--- config.mk ---
export PLATFORM = sky130hd
export DESIGN_NAME = crtc_scanout
export DESIGN_NICKNAME = d
export VERILOG_FILES = /design/src/rtl/crtc_pkg.sv /design/src/rtl/crtc_regs.sv /design/src/rtl/crtc_counters.sv /design/src/rtl/crtc_pixel_out.sv /design/src/rtl/crtc_scanout.sv
export SDC_FILE = /design/constraint.sdc
export NUM_CORES = 1
export LEC_CHECK = 0
export ABC_CLOCK_PERIOD_IN_PS = 3300
export BUFFER_PORTS_ARGS = -buffer_cell sky130_fd_sc_hd__buf_2
export CELL_PAD_IN_SITES_DETAIL_PLACEMENT = 1
export CELL_PAD_IN_SITES_GLOBAL_PLACEMENT = 2
export CORE_MARGIN = 2
export CORE_UTILIZATION = 41
export CTS_CLUSTER_DIAMETER = 60
export DETAILED_ROUTE_END_ITERATION = 10
export PLACE_DENSITY = 0.78
export RECOVER_POWER = 100
export SYNTH_ARGS = -nofsm -noshare
export SYNTH_HDL_FRONTEND = slang
export SYNTH_HIERARCHICAL = 1
export SYNTH_SLANG_ARGS = --single-unit
--- constraint.sdc ---
create_clock -name clk -period 3.3 [get_ports clk]
set_clock_uncertainty 0.15 [all_clocks]
set_input_delay 0.495 -clock clk [delete_from_list [all_inputs] [get_ports clk]]
set_output_delay 0.495 -clock clk [all_outputs]
set_load 0.005 [all_outputs]
--- src/rtl/crtc_pkg.sv ---
package crtc_pkg;
  localparam int H_FLD_W  = 9;
  localparam int HD_FLD_W = 8;
  localparam int V_FLD_W  = 11;
  localparam int ST_FLD_W = 20;
  localparam int PT_FLD_W = 10;
  localparam int HCNT_W   = H_FLD_W + 3;
  localparam logic [2:0] FMT_IDX8 = 3'd2;

  typedef enum logic [1:0] {
    SEL_HORZ    = 2'd0,
    SEL_VERT    = 2'd1,
    SEL_OFFPTCH = 2'd2,
    SEL_GENCTL  = 2'd3
  } reg_sel_e;

  typedef struct packed {
    logic [H_FLD_W-1:0]  htot;
    logic [HD_FLD_W-1:0] hdisp;
    logic [V_FLD_W-1:0]  vtot;
    logic [V_FLD_W-1:0]  vdisp;
    logic [ST_FLD_W-1:0] start;
    logic [PT_FLD_W-1:0] pitch;
    logic [2:0]          fmt;
    logic                native;
    logic                crtc_on;
    logic                disp_off;
  } crtc_cfg_t;
endpackage

--- src/rtl/crtc_regs.sv ---
module crtc_regs
  import crtc_pkg::*;
#(
  parameter int NREG   = 4,
  parameter int NBYTE  = 4,
  localparam int SEL_W  = $clog2(NREG),
  localparam int LANE_W = $clog2(NBYTE)
) (
  input  logic                     clk,
  input  logic                     rst,
  input  logic                     wr_en,
  input  logic [SEL_W+LANE_W-1:0]  wr_addr,
  input  logic [7:0]               wr_data,
  output crtc_cfg_t                cfg_o
);
  logic [7:0] raw [NREG][NBYTE];
  logic       redo;
  reg_sel_e   sel;

  assign sel = reg_sel_e'(wr_addr[SEL_W+LANE_W-1:LANE_W]);

  always_ff @(posedge clk) begin
    if (rst) begin
      for (int r = 0; r < NREG; r++)
        for (int b = 0; b < NBYTE; b++)
          raw[r][b] <= '0;
      redo <= 1'b0;
    end else begin
      if (wr_en)
        raw[wr_addr[SEL_W+LANE_W-1:LANE_W]][wr_addr[LANE_W-1:0]] <= wr_data;
      redo <= wr_en && (sel == SEL_OFFPTCH || sel == SEL_GENCTL);
    end
  end

  crtc_cfg_t dec;
  always_comb begin
    dec.htot     = {raw[SEL_HORZ][1][0], raw[SEL_HORZ][0]};
    dec.hdisp    = raw[SEL_HORZ][2];
    dec.vtot     = {raw[SEL_VERT][1][2:0], raw[SEL_VERT][0]};
    dec.vdisp    = {raw[SEL_VERT][3][2:0], raw[SEL_VERT][2]};
    dec.start    = {raw[SEL_OFFPTCH][2][3:0], raw[SEL_OFFPTCH][1], raw[SEL_OFFPTCH][0]};
    dec.pitch    = {raw[SEL_OFFPTCH][3], raw[SEL_OFFPTCH][2][7:6]};
    dec.fmt      = raw[SEL_GENCTL][1][2:0];
    dec.native   = raw[SEL_GENCTL][3][0];
    dec.crtc_on  = raw[SEL_GENCTL][3][1];
    dec.disp_off = raw[SEL_GENCTL][0][6];
  end

  logic unused_raw;
  assign unused_raw = ^{raw[SEL_HORZ][1][7:1], raw[SEL_HORZ][3], raw[SEL_VERT][1][7:3],
                        raw[SEL_VERT][3][7:3], raw[SEL_OFFPTCH][2][5:4], raw[SEL_GENCTL][0][5:0],
                        raw[SEL_GENCTL][0][7], raw[SEL_GENCTL][1][7:3], raw[SEL_GENCTL][2],
                        raw[SEL_GENCTL][3][7:2]};

  always_ff @(posedge clk) begin
    if (rst)       cfg_o <= '0;
    else if (redo) cfg_o <= dec;
  end
endmodule

--- src/rtl/crtc_counters.sv ---
module crtc_counters
  import crtc_pkg::*;
#(
  parameter int ADDR_W = 24
) (
  input  logic                clk,
  input  logic                rst,
  input  logic                run_i,
  input  logic [H_FLD_W-1:0]  htot_i,
  input  logic [HD_FLD_W-1:0] hdisp_i,
  input  logic [V_FLD_W-1:0]  vtot_i,
  input  logic [V_FLD_W-1:0]  vdisp_i,
  input  logic [ST_FLD_W-1:0] start_i,
  input  logic [PT_FLD_W-1:0] pitch_i,
  output logic [HCNT_W-1:0]   hcnt_o,
  output logic [V_FLD_W-1:0]  vcnt_o,
  output logic [ADDR_W-1:0]   row_base_o,
  output logic [ADDR_W-1:0]   fetch_addr_o,
  output logic                fetch_vld_o
);
  localparam int ST_B_W = ST_FLD_W + 3;
  localparam int PT_B_W = PT_FLD_W + 2;

  logic [HCNT_W-1:0] h_last, hd_last;
  logic [ADDR_W-1:0] start_b, stride_b, hcnt_ext;
  logic              h_end, v_end, visible;

  assign h_last   = {htot_i, 3'b111};
  assign hd_last  = {{(HCNT_W-HD_FLD_W-3){1'b0}}, hdisp_i, 3'b111};
  assign start_b  = {{(ADDR_W-ST_B_W){1'b0}}, start_i, 3'b000};
  assign stride_b = {{(ADDR_W-PT_B_W){1'b0}}, pitch_i, 2'b00};
  assign hcnt_ext = {{(ADDR_W-HCNT_W){1'b0}}, hcnt_o};
  assign h_end    = hcnt_o >= h_last;
  assign v_end    = vcnt_o >= vtot_i;
  assign visible  = (hcnt_o <= hd_last) && (vcnt_o <= vdisp_i);

  always_ff @(posedge clk) begin
    if (rst || !run_i) begin
      hcnt_o       <= '0;
      vcnt_o       <= '0;
      row_base_o   <= start_b;
      fetch_addr_o <= '0;
      fetch_vld_o  <= 1'b0;
    end else begin
      fetch_vld_o  <= visible;
      fetch_addr_o <= row_base_o + hcnt_ext;
      if (h_end) begin
        hcnt_o <= '0;
        if (v_end) begin
          vcnt_o     <= '0;
          row_base_o <= start_b;
        end else begin
          vcnt_o     <= vcnt_o + 1'b1;
          row_base_o <= row_base_o + stride_b;
        end
      end else begin
        hcnt_o <= hcnt_o + 1'b1;
      end
    end
  end
endmodule

--- src/rtl/crtc_pixel_out.sv ---
module crtc_pixel_out #(
  parameter int RD_LAT = 1,
  parameter int PIX_W  = 8
) (
  input  logic             clk,
  input  logic             rst,
  input  logic             fetch_vld_i,
  input  logic             show_i,
  input  logic             run_i,
  input  logic             fmt_ok_i,
  input  logic [PIX_W-1:0] mem_data_i,
  output logic             blank_o,
  output logic [PIX_W-1:0] pix_o,
  output logic             fmt_bad_o
);
  logic vld_p  [RD_LAT];
  logic show_p [RD_LAT];

  always_ff @(posedge clk) begin
    if (rst) begin
      vld_p[0]  <= 1'b0;
      show_p[0] <= 1'b0;
    end else begin
      vld_p[0]  <= fetch_vld_i;
      show_p[0] <= show_i;
    end
  end

  for (genvar g = 1; g < RD_LAT; g++) begin : g_lat
    always_ff @(posedge clk) begin
      if (rst) begin
        vld_p[g]  <= 1'b0;
        show_p[g] <= 1'b0;
      end else begin
        vld_p[g]  <= vld_p[g-1];
        show_p[g] <= show_p[g-1];
      end
    end
  end

  always_ff @(posedge clk) begin
    if (rst) begin
      blank_o   <= 1'b1;
      pix_o     <= '0;
      fmt_bad_o <= 1'b0;
    end else begin
      blank_o   <= !vld_p[RD_LAT-1];
      pix_o     <= (vld_p[RD_LAT-1] && show_p[RD_LAT-1]) ? mem_data_i : '0;
      fmt_bad_o <= run_i && !fmt_ok_i;
    end
  end
endmodule

--- src/rtl/crtc_scanout.sv ---
module crtc_scanout
  import crtc_pkg::*;
#(
  parameter int ADDR_W = 24,
  parameter int RD_LAT = 1,
  parameter int PIX_W  = 8
) (
  input  logic              clk,
  input  logic              rst,
  input  logic              wr_en,
  input  logic [3:0]        wr_addr,
  input  logic [7:0]        wr_data,
  output logic [ADDR_W-1:0] mem_addr_o,
  output logic              mem_rd_o,
  input  logic [PIX_W-1:0]  mem_data_i,
  output logic              blank_o,
  output logic [PIX_W-1:0]  pix_o,
  output logic              fmt_bad_o
);
  crtc_cfg_t         cfg;
  logic              run_w, show_w, fmt_ok_w;
  logic [HCNT_W-1:0] hcnt_w;
  logic [V_FLD_W-1:0] vcnt_w;
  logic [ADDR_W-1:0] row_base_w;

  crtc_regs #(.NREG(4), .NBYTE(4)) u_regs (
    .clk(clk), .rst(rst), .wr_en(wr_en), .wr_addr(wr_addr),
    .wr_data(wr_data), .cfg_o(cfg)
  );

  assign run_w    = cfg.native && cfg.crtc_on;
  assign fmt_ok_w = cfg.fmt == FMT_IDX8;
  assign show_w   = fmt_ok_w && !cfg.disp_off;

  crtc_counters #(.ADDR_W(ADDR_W)) u_cnt (
    .clk(clk), .rst(rst), .run_i(run_w),
    .htot_i(cfg.htot), .hdisp_i(cfg.hdisp), .vtot_i(cfg.vtot), .vdisp_i(cfg.vdisp),
    .start_i(cfg.start), .pitch_i(cfg.pitch),
    .hcnt_o(hcnt_w), .vcnt_o(vcnt_w), .row_base_o(row_base_w),
    .fetch_addr_o(mem_addr_o), .fetch_vld_o(mem_rd_o)
  );

  crtc_pixel_out #(.RD_LAT(RD_LAT), .PIX_W(PIX_W)) u_pix (
    .clk(clk), .rst(rst), .fetch_vld_i(mem_rd_o), .show_i(show_w),
    .run_i(run_w), .fmt_ok_i(fmt_ok_w), .mem_data_i(mem_data_i),
    .blank_o(blank_o), .pix_o(pix_o), .fmt_bad_o(fmt_bad_o)
  );
endmodule

Word-level counts from Yosys, hierarchy flattened
Memory sizes are Yosys's and may differ from the RTL's. A register that Yosys moved wholly into a read port is not among the register bits.
Index checks and enable logic that the tools add are counted.

operators by class
  $add $sub $neg = 4
  reduce and logical (&&, ||, !) cells = 19
  multiplexer cells = 19
  $lt $le $gt $ge = 6
  bitwise logic cells = 2
  eq/ne operators = 3

operators with widths
  cell                                                                   count
  32-bit two-way mux                                                     3
  24-bit by 12-bit adder with 24-bit output                              2
  23-bit two-way mux                                                     2
  32-bit OR reduction                                                    1
  24-bit two-way mux                                                     1
  8-bit demux with 2-bit select                                          1
  12-bit by 1-bit adder with 12-bit output (second input constant)       1
  12-bit greater-or-equal comparator                                     1
  12-bit by 11-bit less-or-equal comparator with 1-bit output            1
  11-bit by 1-bit adder with 11-bit output (second input constant)       1
  11-bit greater-or-equal comparator                                     1
  11-bit less-or-equal comparator                                        1
  11-bit two-way mux                                                     1
  1-bit two-way mux                                                      9
  8-bit two-way mux                                                      1
  1-bit logical AND                                                      7
  2-bit == test (second input constant)                                  2
  1-bit logical NOT                                                      4
  2-bit OR reduction                                                     2
  3-bit by 2-bit == test with 1-bit output (second input constant)       1
  3-bit greater-or-equal comparator (second input constant)              1
  3-bit by 1-bit < comparator with 1-bit output (second input constant)  1
  2-bit inverter with 3-bit output                                       1
  1-bit logical OR                                                       2
  other kinds (4)                                                        5

word-level totals
  output and inout bits = 35
  bits of input ports = 23
  logic and storage cells = 66
  memories kept = 3
  bits in writable memories = 130
  bits in registers = 83

memory list
  memory        depth  width  read ports  clocked after memory_dff  wr ports  line                  text
  u_regs.raw    4      32     4           4                         4         crtc_regs.sv:16       logic [7:0] raw [NREG][NBYTE];
  u_pix.show_p  1      1      1           0                         1         crtc_pixel_out.sv:17  logic show_p [RD_LAT];
  u_pix.vld_p   1      1      1           0                         1         crtc_pixel_out.sv:16  logic vld_p [RD_LAT];

Longest topological paths before layout
Gate-level depths: netlist of the first run.

  depth in word-level cells = 8
  mapped depth = 9
  depth with buffers taken out = 8

Modules after synthesis
Netlist of the first run, hierarchy kept.

modules (own cells, without submodules)
  module          instances  area each (µm²)  seq. area each (µm²)  cells an instance
  crtc_regs       1          5,620.4          3,773.6               447
  crtc_counters   1          4,932.2          1,641.6               540
  crtc_pixel_out  1          362.8            240.2                 25
  crtc_scanout    1          28.8             0.0                   3

Worst setup path before layout of the first run
OpenSTA, ideal clock, no wires.

  path type = register -> register
  from = register u_cnt.hcnt_o[4]
  to = register u_cnt.row_base_o[10] (enable)
  arrival time = 2,140 ps
  slack = 618 ps
  library setup time = 392 ps
  clock period less this slack = 2,682 ps
  stages on the path, launching flop included = 8
  buffers on the path = 1
  required time = 2,758 ps
  cell sequence = dfxtp_1 -> ha_1 -> nand4_1 -> a211oi_1 -> o21ai_1 -> and3_1 -> inv_1 -> clkbuf_1

between the ends
  longest elaborated chain between the ends = 2

RTL lines
  what                                line                 text
  start: declaration                  crtc_counters.sv:15  output logic [HCNT_W-1:0] hcnt_o,
  start signal: assignment            crtc_counters.sv:57  hcnt_o <= hcnt_o + 1'b1;
  12-bit greater-or-equal comparator  crtc_counters.sv:33  assign h_end = hcnt_o >= h_last;
  2-bit nonzero test (no line)        n/a
  end signal: assignment              crtc_counters.sv:41  row_base_o <= start_b;
  end signal: assignment              crtc_counters.sv:51  row_base_o <= start_b;
  end signal: assignment              crtc_counters.sv:54  row_base_o <= row_base_o + stride_b;
  end: declaration                    crtc_counters.sv:17  output logic [ADDR_W-1:0] row_base_o,

Every way passes these cells.
A chain may end at the register's enable or synchronous reset.

==> results.json, run 1 <==
{
  "layout-drive-gt1-share_pct": 9.515,
  "clock-root-buffer": "clkbuf_16",
  "drcViolationCount": 2,
  "grt_max_degree": 47,
  "vias_per_cell": 5.371,
  "wl_met1_um": 14380,
  "syn_nets": 1103,
  "regToRegStartpoint": "u_cnt/hcnt_o[4]",
  "cts.path.max_buffers": 3,
  "violations": "design-rule violations, max-capacitance violations, max-slew violations",
  "post_cts_buffers": 0,
  "ff_latch_area_um2": 5659,
  "met3_length_um": 966,
  "max_freq_mhz": 353.0,
  "synth-seq-area-share_pct": 51.67,
  "reg2reg_to": "u_cnt/row_base_o[21]",
  "finalSetupViolCount": 0,
  "coreArea_um2": 26130,
  "fin_setup_tns_ns": 0,
  "avgSynthCellArea_um2": 10.78,
  "dpl.hpwl_um": 19320,
  "post-route-period-util_pct": 85.85,
  "cts_made_buffers": 29,
  "io_pins": 58,
  "clkPwrFrac_pct": 46.0,
  "antenna_found_initial": 0,
  "placement.io_buffers": 57,
  "async_reset_ff_share_pct": 0,
  "fp.dieH_um": 167.4,
  "netlist_instances": 1015,
  "routedWlPerCell_um": 19.13,
  "cp.required_ns": 3.45,
  "grt_usage_pct": 19.82,
  "maxCapViolCount": 2,
  "tightest_slew_ns": 2.072,
  "setup_ws_ns": 0.4671,
  "endpoint": "u_cnt/row_base_o[21]",
  "fin_cells": 1428,
  "dp_slack_ns": 0.6337,
  "top_layer": "met4",
  "gr-total-overflow": 0,
  "vias": 7670,
  "hold_slack_ns": 0.06061,
  "rows": 59,
  "worstSetupEndpointType": "flip-flop",
  "final_nets": 1158,
  "dp.cells": 1374,
  "grt_pass1_vias": 7755,
  "h-tree-depth": 1,
  "reg2reg_depth": 8,
  "hold_buffers": 0,
  "slew_violations": 92,
  "final.fill_count": 2910,
  "p_sw_mw": 1.547,
  "crit_path_start_kind": "flip-flop",
  "hold_viol": 0,
  "yosys_warnings": 6,
  "start_util_pct": 41.88,
  "fp.dieArea_um2": 28020,
  "p_int_mw": 4.923,
  "min_period_ns": 2.833,
  "vdd_drop_max_mv": 0.4807,
  "drt_first_pass_iters": 7,
  "cp-startpoint": "u_cnt/hcnt_o[4]",
  "switching_share_pct": 23.91,
  "die_x_um": 167.4,
  "regToRegSetupSlack_ns": 0.47,
  "slew_headroom_pct": -38.10,
  "p_leak_nw": 4.627,
  "antenna_cells": 0,
  "synth_edf_count": 95,
  "gp_congestion": 0.7879,
  "rsz0062_at_grt": "false",
  "status": "finished with violations",
  "grt_pass1_wl_um": 44070,
  "cts.sinks": 235,
  "clk_latency_ns": 0.55,
  "drtIter0Drc": 353,
  "cp_max_fo": 28,
  "layout_commonest_cell": "dfxtp_1",
  "final_cell_mix": "dfxtp_1 (139), nor2_1 (121), edfxtp_1 (95), nor3_1 (79), mux2i_1 (78)",
  "clk_pin_slew_worst_paths_ns": 0.06,
  "hold_path.class": "in -> reg",
  "design_area_um2": 12320,
  "cts_tree": "yes",
  "crit_arrival_ns": 2.99,
  "path_class": "reg -> reg",
  "ys.flop_type": "dfxtp_1",
  "cts.repair.resized": 0,
  "synthDistinctLibCells": 72,
  "drt-total-wl_um": 27320,
  "synthesis.area_um2": 10940,
  "p_seq_share_pct": 49.2,
  "multi_input_area_um2": 4760,
  "synth-seq-cells": 235,
  "dpl-instance-area_um2": 11560,
  "dr_wl_met2_um": 11490,
  "power_density_nw_per_um2": 525.0,
  "ant_nets": 0,
  "p_comb_share_pct": 4.8,
  "area_growth_pct": 12.61
}
==> metrics by stage <==
stage,total power [mW],util (%)
2_1_floorplan,3.442,-
6_report,6.470,47.16
3_3_place_gp,3.552,44.22
4_1_cts,6.559,47.65
3_5_place_dp,3.563,44.22
5_1_grt,6.700,47.16
==> critical path: stages, from the launching register on <==
cell and delay, ns:
dfxtp_1 0.46, ha_1 0.31, a211oi_1 0.24, a211oi_1 0.11
o21ai_0 0.39, and2_4 0.30, o21ai_0 0.09, buf_4 0.25
a22o_1 0.28
==> logic make-up (layout without fill, tap and decap cells) <==
group                    Yosys count  count (layout)  synth area share (%)
AO/OA/AOI/OAI                    157             157                 10.27
adder cells (fa/ha/maj)           65              65                 7.568
flip-flops                       235             235                 51.67
XOR/XNOR                          39              39                 3.121
buffers and inverters            108             186                 4.241
multiplexers                      79              79                 7.237
AND/OR/NAND/NOR                  332             332                 15.89
==> how the worst min path moves through the flow <==
stage	endpoint	depth (start not counted)	start	slack, ns
after floorplan	u_cnt/row_base_o[0]	2	u_cnt/row_base_o[0]	0.26
after global placement	u_cnt/row_base_o[0]	2	u_cnt/row_base_o[0]	0.28
after detailed placement	u_cnt/row_base_o[0]	2	u_cnt/row_base_o[0]	0.28
after CTS	u_pix/pix_o[5]	2	mem_data_i[5]	0.03
after global routing	u_pix/pix_o[0]	2	mem_data_i[0]	0.04
final	u_pix/pix_o[6]	2	mem_data_i[6]	0.06
==> routing by layer <==
metal | up-vias | GRT usage (%)
met3 | 33 | 2.789
met1 | 3738 | 30.31
met5 | - | 0
met4 | 0 | 4.423
met2 | 118 | 29.71
li1 | 3781 | -
==> power groups by stage <==
stage	registers [mW]	logic [mW]	clock network, mW
2_1_floorplan	3.20	0.238	0
3_3_place_gp	3.24	0.311	0
3_5_place_dp	3.25	0.317	0
4_1_cts	3.18	0.320	3.06
5_1_grt	3.19	0.345	3.16
6_report	3.18	0.309	2.98
==> sequential cells by signal (all words and copies together) (netlist names) <==
name                count
u_pix/vld_p             1
u_pix/fmt_bad_o         1
u_pix/blank_o           1
u_pix/pix_o             8
u_cnt/vcnt_o           11
u_cnt/fetch_vld_o       1
u_regs/raw             75
u_regs/cfg_o           75
u_regs/redo             1
u_cnt/hcnt_o           12
u_pix/show_p            1
u_cnt/row_base_o       24
u_cnt/fetch_addr_o     24
==> Yosys cell counts, types with 3 or more instances <==
master | count | area, µm²
or3_1 | 9 | 56.30
nor4_1 | 5 | 31.28
xor2_1 | 19 | 166.4
nand2b_1 | 7 | 43.79
inv_1 | 53 | 198.9
a211oi_1 | 14 | 105.1
nor2b_1 | 7 | 43.79
o21bai_1 | 14 | 105.1
xnor2_1 | 20 | 175.2
mux2i_1 | 78 | 780.8
nor3_1 | 71 | 355.3
dfxtp_1 | 140 | 2803
a2111oi_0 | 4 | 35.03
o21a_1 | 9 | 67.56
and4b_1 | 8 | 80.08
o211ai_1 | 5 | 37.54
nor2_1 | 121 | 454.2
clkinv_1 | 3 | 11.26
buf_6 | 3 | 33.78
o31ai_1 | 3 | 22.52
nand3_1 | 19 | 95.09
ha_1 | 63 | 788.3
buf_2 | 16 | 80.08
and2_1 | 7 | 43.79
nand2_1 | 26 | 97.59
or4_1 | 3 | 22.52
buf_1 | 3 | 11.26
clkbuf_1 | 29 | 108.9
nor3_2 | 9 | 90.09
nand4_1 | 8 | 50.05
and3_1 | 10 | 62.56
a22o_1 | 21 | 183.9
a21o_1 | 14 | 105.1
o21ai_0 | 22 | 110.1
a21oi_1 | 27 | 135.1
edfxtp_1 | 95 | 2853
==> area by class of cell <==
cell class              instances  share of cell area (%)
flip-flops and latches        235                   45.92
multi-input cells             672                   38.62
clock buffers                  39                   6.355
well taps                     335                   3.401
repair buffers                 76                   3.076
inverters                      56                   1.706
clock inverters                15                  0.9239
Power figures use the tool's default switching activity.
==> inputs of run 2 (changes only) <==
Settings changed: CORE_MARGIN 2 to 3, REMOVE_ABC_BUFFERS from default to 1.
==> run 2 against run 1 <==
  * Power rose by 2.2%
  * Final area rose by 0.96%
  * Critical path type unchanged
  * Maximum frequency fell by 6.0%
  * The run ends with max-capacitance violations, max-slew violations left
  * Hold slack improved by 0.0073 ns
  * Global-route usage fell by 0.33 points
  * Flip-flop and latch count did not move
  * Setup slack got worse by 0.18 ns
  * Utilization rose by 0.45 points
  * Register-to-register slack got worse by 0.18 ns
==> results.json, run 2 (same netlist as run 1, synthesis figures left out) <==
{
  "status": "finished with violations",
  "violations": "max-capacitance violations, max-slew violations",
  "reg.largest.list": "u_regs/cfg_o (75), u_regs/raw (75)",
  "routedWlPerCell_um": 19.39,
  "drt-total-wl_um": 27880,
  "ff_latch_area_um2": 5655,
  "fp.dieH_um": 169.4,
  "vdd_drop_max_mv": 0.2996,
  "clock-root-buffer": "clkbuf_16",
  "crit_arrival_ns": 3.26,
  "gp_congestion": 0.8076,
  "rsz0062_at_grt": "false",
  "grt_usage_pct": 19.49,
  "antenna_cells": 0,
  "cp_slowest_cell": "dfxtp_1",
  "vias": 7791,
  "cts.repair.resized": 0,
  "die_x_um": 169.4,
  "final_cell_mix": "dfxtp_1 (140), nor2_1 (121), edfxtp_1 (95), nor3_1 (78), mux2i_1 (78)",
  "grt_max_degree": 46,
  "p_leak_nw": 4.689,
  "worstSetupEndpointType": "flip-flop",
  "coreArea_um2": 26130,
  "drt_first_pass_iters": 5,
  "cts_tree": "yes",
  "cts.sinks": 235,
  "p_comb_share_pct": 4.8,
  "hold_buffers": 0,
  "start_util_pct": 41.88,
  "hold_slack_ns": 0.06795,
  "io_pins": 58,
  "fp.dieArea_um2": 28690,
  "fin_setup_tns_ns": 0,
  "cp_cell_sequence": "buf_4, mux2i_1, nor2_1",
  "post-route-period-util_pct": 91.35,
  "final_util_pct": 47.62,
  "hold_viol": 0,
  "hold_path.class": "in -> reg",
  "final.fill_count": 2935,
  "slew_headroom_pct": -58.60,
  "clk_latency_ns": 0.55,
  "finalSetupViolCount": 0,
  "min_period_ns": 3.015,
  "grt_pass1_vias": 7887,
  "power_density_nw_per_um2": 531.4,
  "tightest_slew_ns": 2.376,
  "area_growth_pct": 13.70,
  "maxCapViolCount": 1,
  "grt_pass1_wl_um": 44530,
  "layout_commonest_cell": "dfxtp_1",
  "p_sw_mw": 1.517,
  "path_class": "reg -> reg",
  "critical-path-max-stage-delay_ns": 1.92,
  "h-tree-depth": 1,
  "regToRegSetupSlack_ns": 0.29,
  "vias_per_cell": 5.418,
  "hold_depth": 2,
  "crit_path_start_kind": "flip-flop",
  "post_cts_buffers": 0,
  "slew_violations": 38,
  "regToRegStartpoint": "u_regs/redo",
  "worstHoldStart": "mem_data_i[3]",
  "p_int_mw": 5.096,
  "clk_pin_slew_worst_paths_ns": 0.06,
  "dpl.hpwl_um": 19540,
  "reg2reg_depth": 3,
  "layout-drive-gt1-share_pct": 10.34,
  "final_nets": 1168,
  "p_seq_share_pct": 48.2,
  "fin_cells": 1438,
  "cts.path.max_buffers": 3,
  "rows": 59,
  "reg2reg_to": "u_regs/cfg_o[69]",
  "drtIter0Drc": 437,
  "ant_nets": 0,
  "cp_max_fo": 38,
  "placement.io_buffers": 57,
  "hold_path_end": "u_pix/pix_o[3]",
  "max_freq_mhz": 331.7,
  "gr-total-overflow": 0,
  "cp.required_ns": 3.55,
  "cts_made_buffers": 31,
  "antenna_found_initial": 2,
  "clkPwrFrac_pct": 47.1,
  "switching_share_pct": 22.94,
  "dp.cells": 1382,
  "drcViolationCount": 0,
  "multi_input_area_um2": 4786
}
-- run 2: cell types whose count changed in the layout (fill, tap and decap cells not counted), sizes merged --
cell	previous run	this run
bufinv	0	1
clkinv	10	8
buf	45	49
inv	59	57
clkbuf	70	79
-- run 2: worst max path at each step --
stage	start	to	slack, ns	cells after the start
global route	u_cnt/hcnt_o[1]	u_cnt/vcnt_o[9]	0.09	8
global placement	u_cnt/hcnt_o[1]	u_cnt/vcnt_o[9]	0.42	8
CTS	u_cnt/hcnt_o[1]	u_cnt/vcnt_o[9]	0.37	8
finish	u_regs/redo	u_regs/cfg_o[69]	0.29	3
detailed placement	u_cnt/hcnt_o[1]	u_cnt/vcnt_o[9]	0.34	8
floorplan	u_regs/redo	u_regs/cfg_o[0]	0.03	2
-- run 2: critical path: cells and delay by family (launching register included) --
family,cells,cell delay [ns]
DFF,1,1.92
buffers and inverters,1,0.49
muxes,1,0.23
and+or+nand+nor,1,0.05
-- run 2: power groups by stage --
stage	Clock (mW)	Combinational, mW	Sequential [mW]
floorplan	0	0.207	3.22
global placement	0	0.311	3.24
detailed placement	0	0.317	3.25
CTS	3.20	0.321	3.19
global route	3.33	0.352	3.20
finish	3.11	0.315	3.19
-- run 2: area by class of cell --
type / count / share of cell area (%)
clock buffer: 44 / 6.787
clock inverter: 12 / 0.8547
inverter: 56 / 1.689
multi-input combinational: 672 / 38.46
sequential: 235 / 45.45
tap: 335 / 3.369
timing repair buffer: 84 / 3.389
-- run 2: per-layer routing --
metal  vias up  routed length, µm  track usage [%]
met5         -                  0                0
met4         0                582            4.623
met3        42               1092            2.702
met2       124              12620            31.07
met1      3815              13590            28.27
li1       3810                  -                -
-- run 2: through the flow --
step | power (mW) | cell area (µm²) | setup WS, ns
after floorplan | 3.425 | 10690 | 0.02522
after global placement | 3.555 | 11620 | 0.4189
after detailed placement | 3.564 | 11620 | 0.3378
after CTS | 6.709 | 12570 | 0.3657
after global routing | 6.882 | 12440 | 0.08623
final | 6.613 | 12440 | 0.2854
==> inputs of run 3 (changes only) <==
Settings changed: CORE_ASPECT_RATIO from default to 1.5, CORE_MARGIN 3 to default.
==> run 3 against run 2 <==
  * The flow still finishes with violations (max-capacitance violations, max-slew violations)
  * Highest routed layer unchanged
  * Die area is 4.6% lower
  * Register-to-register slack better by 0.03 ns
  * Setup slack improved by 0.027 ns
  * Hold slack better by 0.032 ns
  * Largest cell class unchanged
  * Maximum frequency up 0.91%
  * Clock power shrank 12%
  * Routed wire length about the same
  * Largest power group unchanged
  * Utilization down 0.30 points
==> results.json, run 3 (same netlist as run 1, synthesis figures left out) <==
{
  "antenna_cells": 0,
  "min_period_ns": 2.988,
  "die_x_um": 135.4,
  "ant_nets": 0,
  "maxCapViolCount": 3,
  "multi_input_area_um2": 4796,
  "final_util_pct": 47.31,
  "hold_viol": 0,
  "rsz0062_at_grt": "false",
  "slew_headroom_pct": -44.71,
  "finalSetupViolCount": 0,
  "p_leak_nw": 4.628,
  "placement.io_buffers": 57,
  "cp-startpoint": "u_regs/cfg_o[67]",
  "fin_cells": 1430,
  "gp_congestion": 0.8172,
  "layout_commonest_cell": "dfxtp_1",
  "cts.path.max_buffers": 3,
  "vias": 7763,
  "post_cts_buffers": 0,
  "clock-root-buffer": "clkbuf_16",
  "hold_path.class": "in -> reg",
  "area_growth_pct": 12.55,
  "final_nets": 1167,
  "max_freq_mhz": 334.7,
  "grt_usage_pct": 21.18,
  "antenna_found_initial": 0,
  "clk_pin_slew_worst_paths_ns": 0.06,
  "cts_made_buffers": 24,
  "grt_max_degree": 54,
  "clk_latency_ns": 0.52,
  "h-tree-depth": 1,
  "design_area_um2": 12320,
  "grt_pass1_vias": 8275,
  "dp_slack_ns": 0.1317,
  "vias_per_cell": 5.429,
  "violations": "max-capacitance violations, max-slew violations",
  "cp_slowest_cell": "o21ai_0",
  "hold_depth": 2,
  "drt-total-wl_um": 27860,
  "status": "finished with violations",
  "final_cell_mix": "dfxtp_1 (139), nor2_1 (121), edfxtp_1 (95), mux2i_1 (78), nor3_1 (76)",
  "fp.dieArea_um2": 27360,
  "ff_latch_area_um2": 5659,
  "dpl.hpwl_um": 20380,
  "regToRegStartpoint": "u_regs/cfg_o[67]",
  "slew_violations": 148,
  "vdd_drop_max_mv": 0.4650,
  "worst_path_most_repeated_cell": "a211oi_1",
  "path_class": "reg -> reg",
  "final.fill_count": 2890,
  "reg2reg_depth": 8,
  "post-route-period-util_pct": 90.53,
  "critical-path-max-stage-delay_ns": 0.59,
  "cp_cell_sequence": "inv_1, ha_1, a211oi_1, a211oi_1, o21ai_0, and2_4, o21ai_4, a22o_1",
  "regToRegSetupSlack_ns": 0.31,
  "worstSetupEndpointType": "flip-flop",
  "start_util_pct": 42.04,
  "routedWlPerCell_um": 19.48,
  "hold_buffers": 0,
  "gr-total-overflow": 0,
  "drcViolationCount": 0,
  "fin_setup_tns_ns": 0,
  "rows": 72,
  "setup_ws_ns": 0.3125,
  "hold_slack_ns": 0.1003,
  "cts.sinks": 235,
  "power_mw": 6.228,
  "fp.dieH_um": 202.1,
  "cts_tree": "yes",
  "io_pins": 58,
  "reg2reg_to": "u_cnt/row_base_o[16]",
  "reg.largest.list": "u_regs/cfg_o (75), u_regs/raw (75)",
  "cp.required_ns": 3.41,
  "cp_max_fo": 24,
  "drtIter0Drc": 374,
  "endpoint": "u_cnt/row_base_o[16]",
  "tightest_slew_ns": 2.171,
  "dpl-instance-area_um2": 11660,
  "layout-drive-gt1-share_pct": 10.03,
  "grt_pass1_wl_um": 44680,
  "drt_first_pass_iters": 4,
  "crit_path_start_kind": "flip-flop",
  "dp.cells": 1386,
  "power_density_nw_per_um2": 505.6,
  "coreArea_um2": 26040,
  "crit_arrival_ns": 3.10
}
## run 3: final cells by class
cell class,count,area share (%)
multi-input cells,672,38.93
inverters,56,1.706
repair buffers,90,3.555
clock inverters,11,0.9142
clock buffers,33,5.566
well taps,333,3.382
flip-flops and latches,235,45.94
## run 3: repair_timing
action | in CTS | in global routing
hold endpoints to repair | 0 | 0
setup endpoints to repair | 0 | 18
gates resized for setup | 0 | 1
## run 3: worst max-delay path: cells and delay by family (launching register included)
family	cells	cell delay (ns)
flip-flops	1	0.34
adder cells (fa/ha/maj)	1	0.30
AO/OA/AOI/OAI	5	1.54
AND/OR/NAND/NOR	1	0.35
buffers and inverters	1	0.05
## run 3: how the worst min path moves through the flow
stage | startpoint | endpoint | slack (ns)
6_report | mem_data_i[5] | u_pix/pix_o[5] | 0.10
5_1_grt | mem_data_i[7] | u_pix/pix_o[7] | 0.09
4_1_cts | mem_data_i[2] | u_pix/pix_o[2] | 0.09
3_3_place_gp | u_cnt/hcnt_o[0] | u_cnt/hcnt_o[0] | 0.29
2_1_floorplan | u_cnt/row_base_o[0] | u_cnt/row_base_o[0] | 0.26
3_5_place_dp | u_cnt/row_base_o[0] | u_cnt/row_base_o[0] | 0.31
## run 3: layer usage
metal / routed length (µm) / GRT usage [%] / vias to the layer above
met5: 0 / 0 / -
met3: 734 / 2.408 / 54
met2: 14820 / 39.80 / 106
met4: 1193 / 9.189 / 0
li1: - / - / 3793
met1: 11110 / 23.50 / 3810
## run 3: where the power goes
part | internal, mW | switching, mW
logic | 0.121 | 0.204
clock network | 1.61 | 1.12
registers | 3.11 | 0.0566
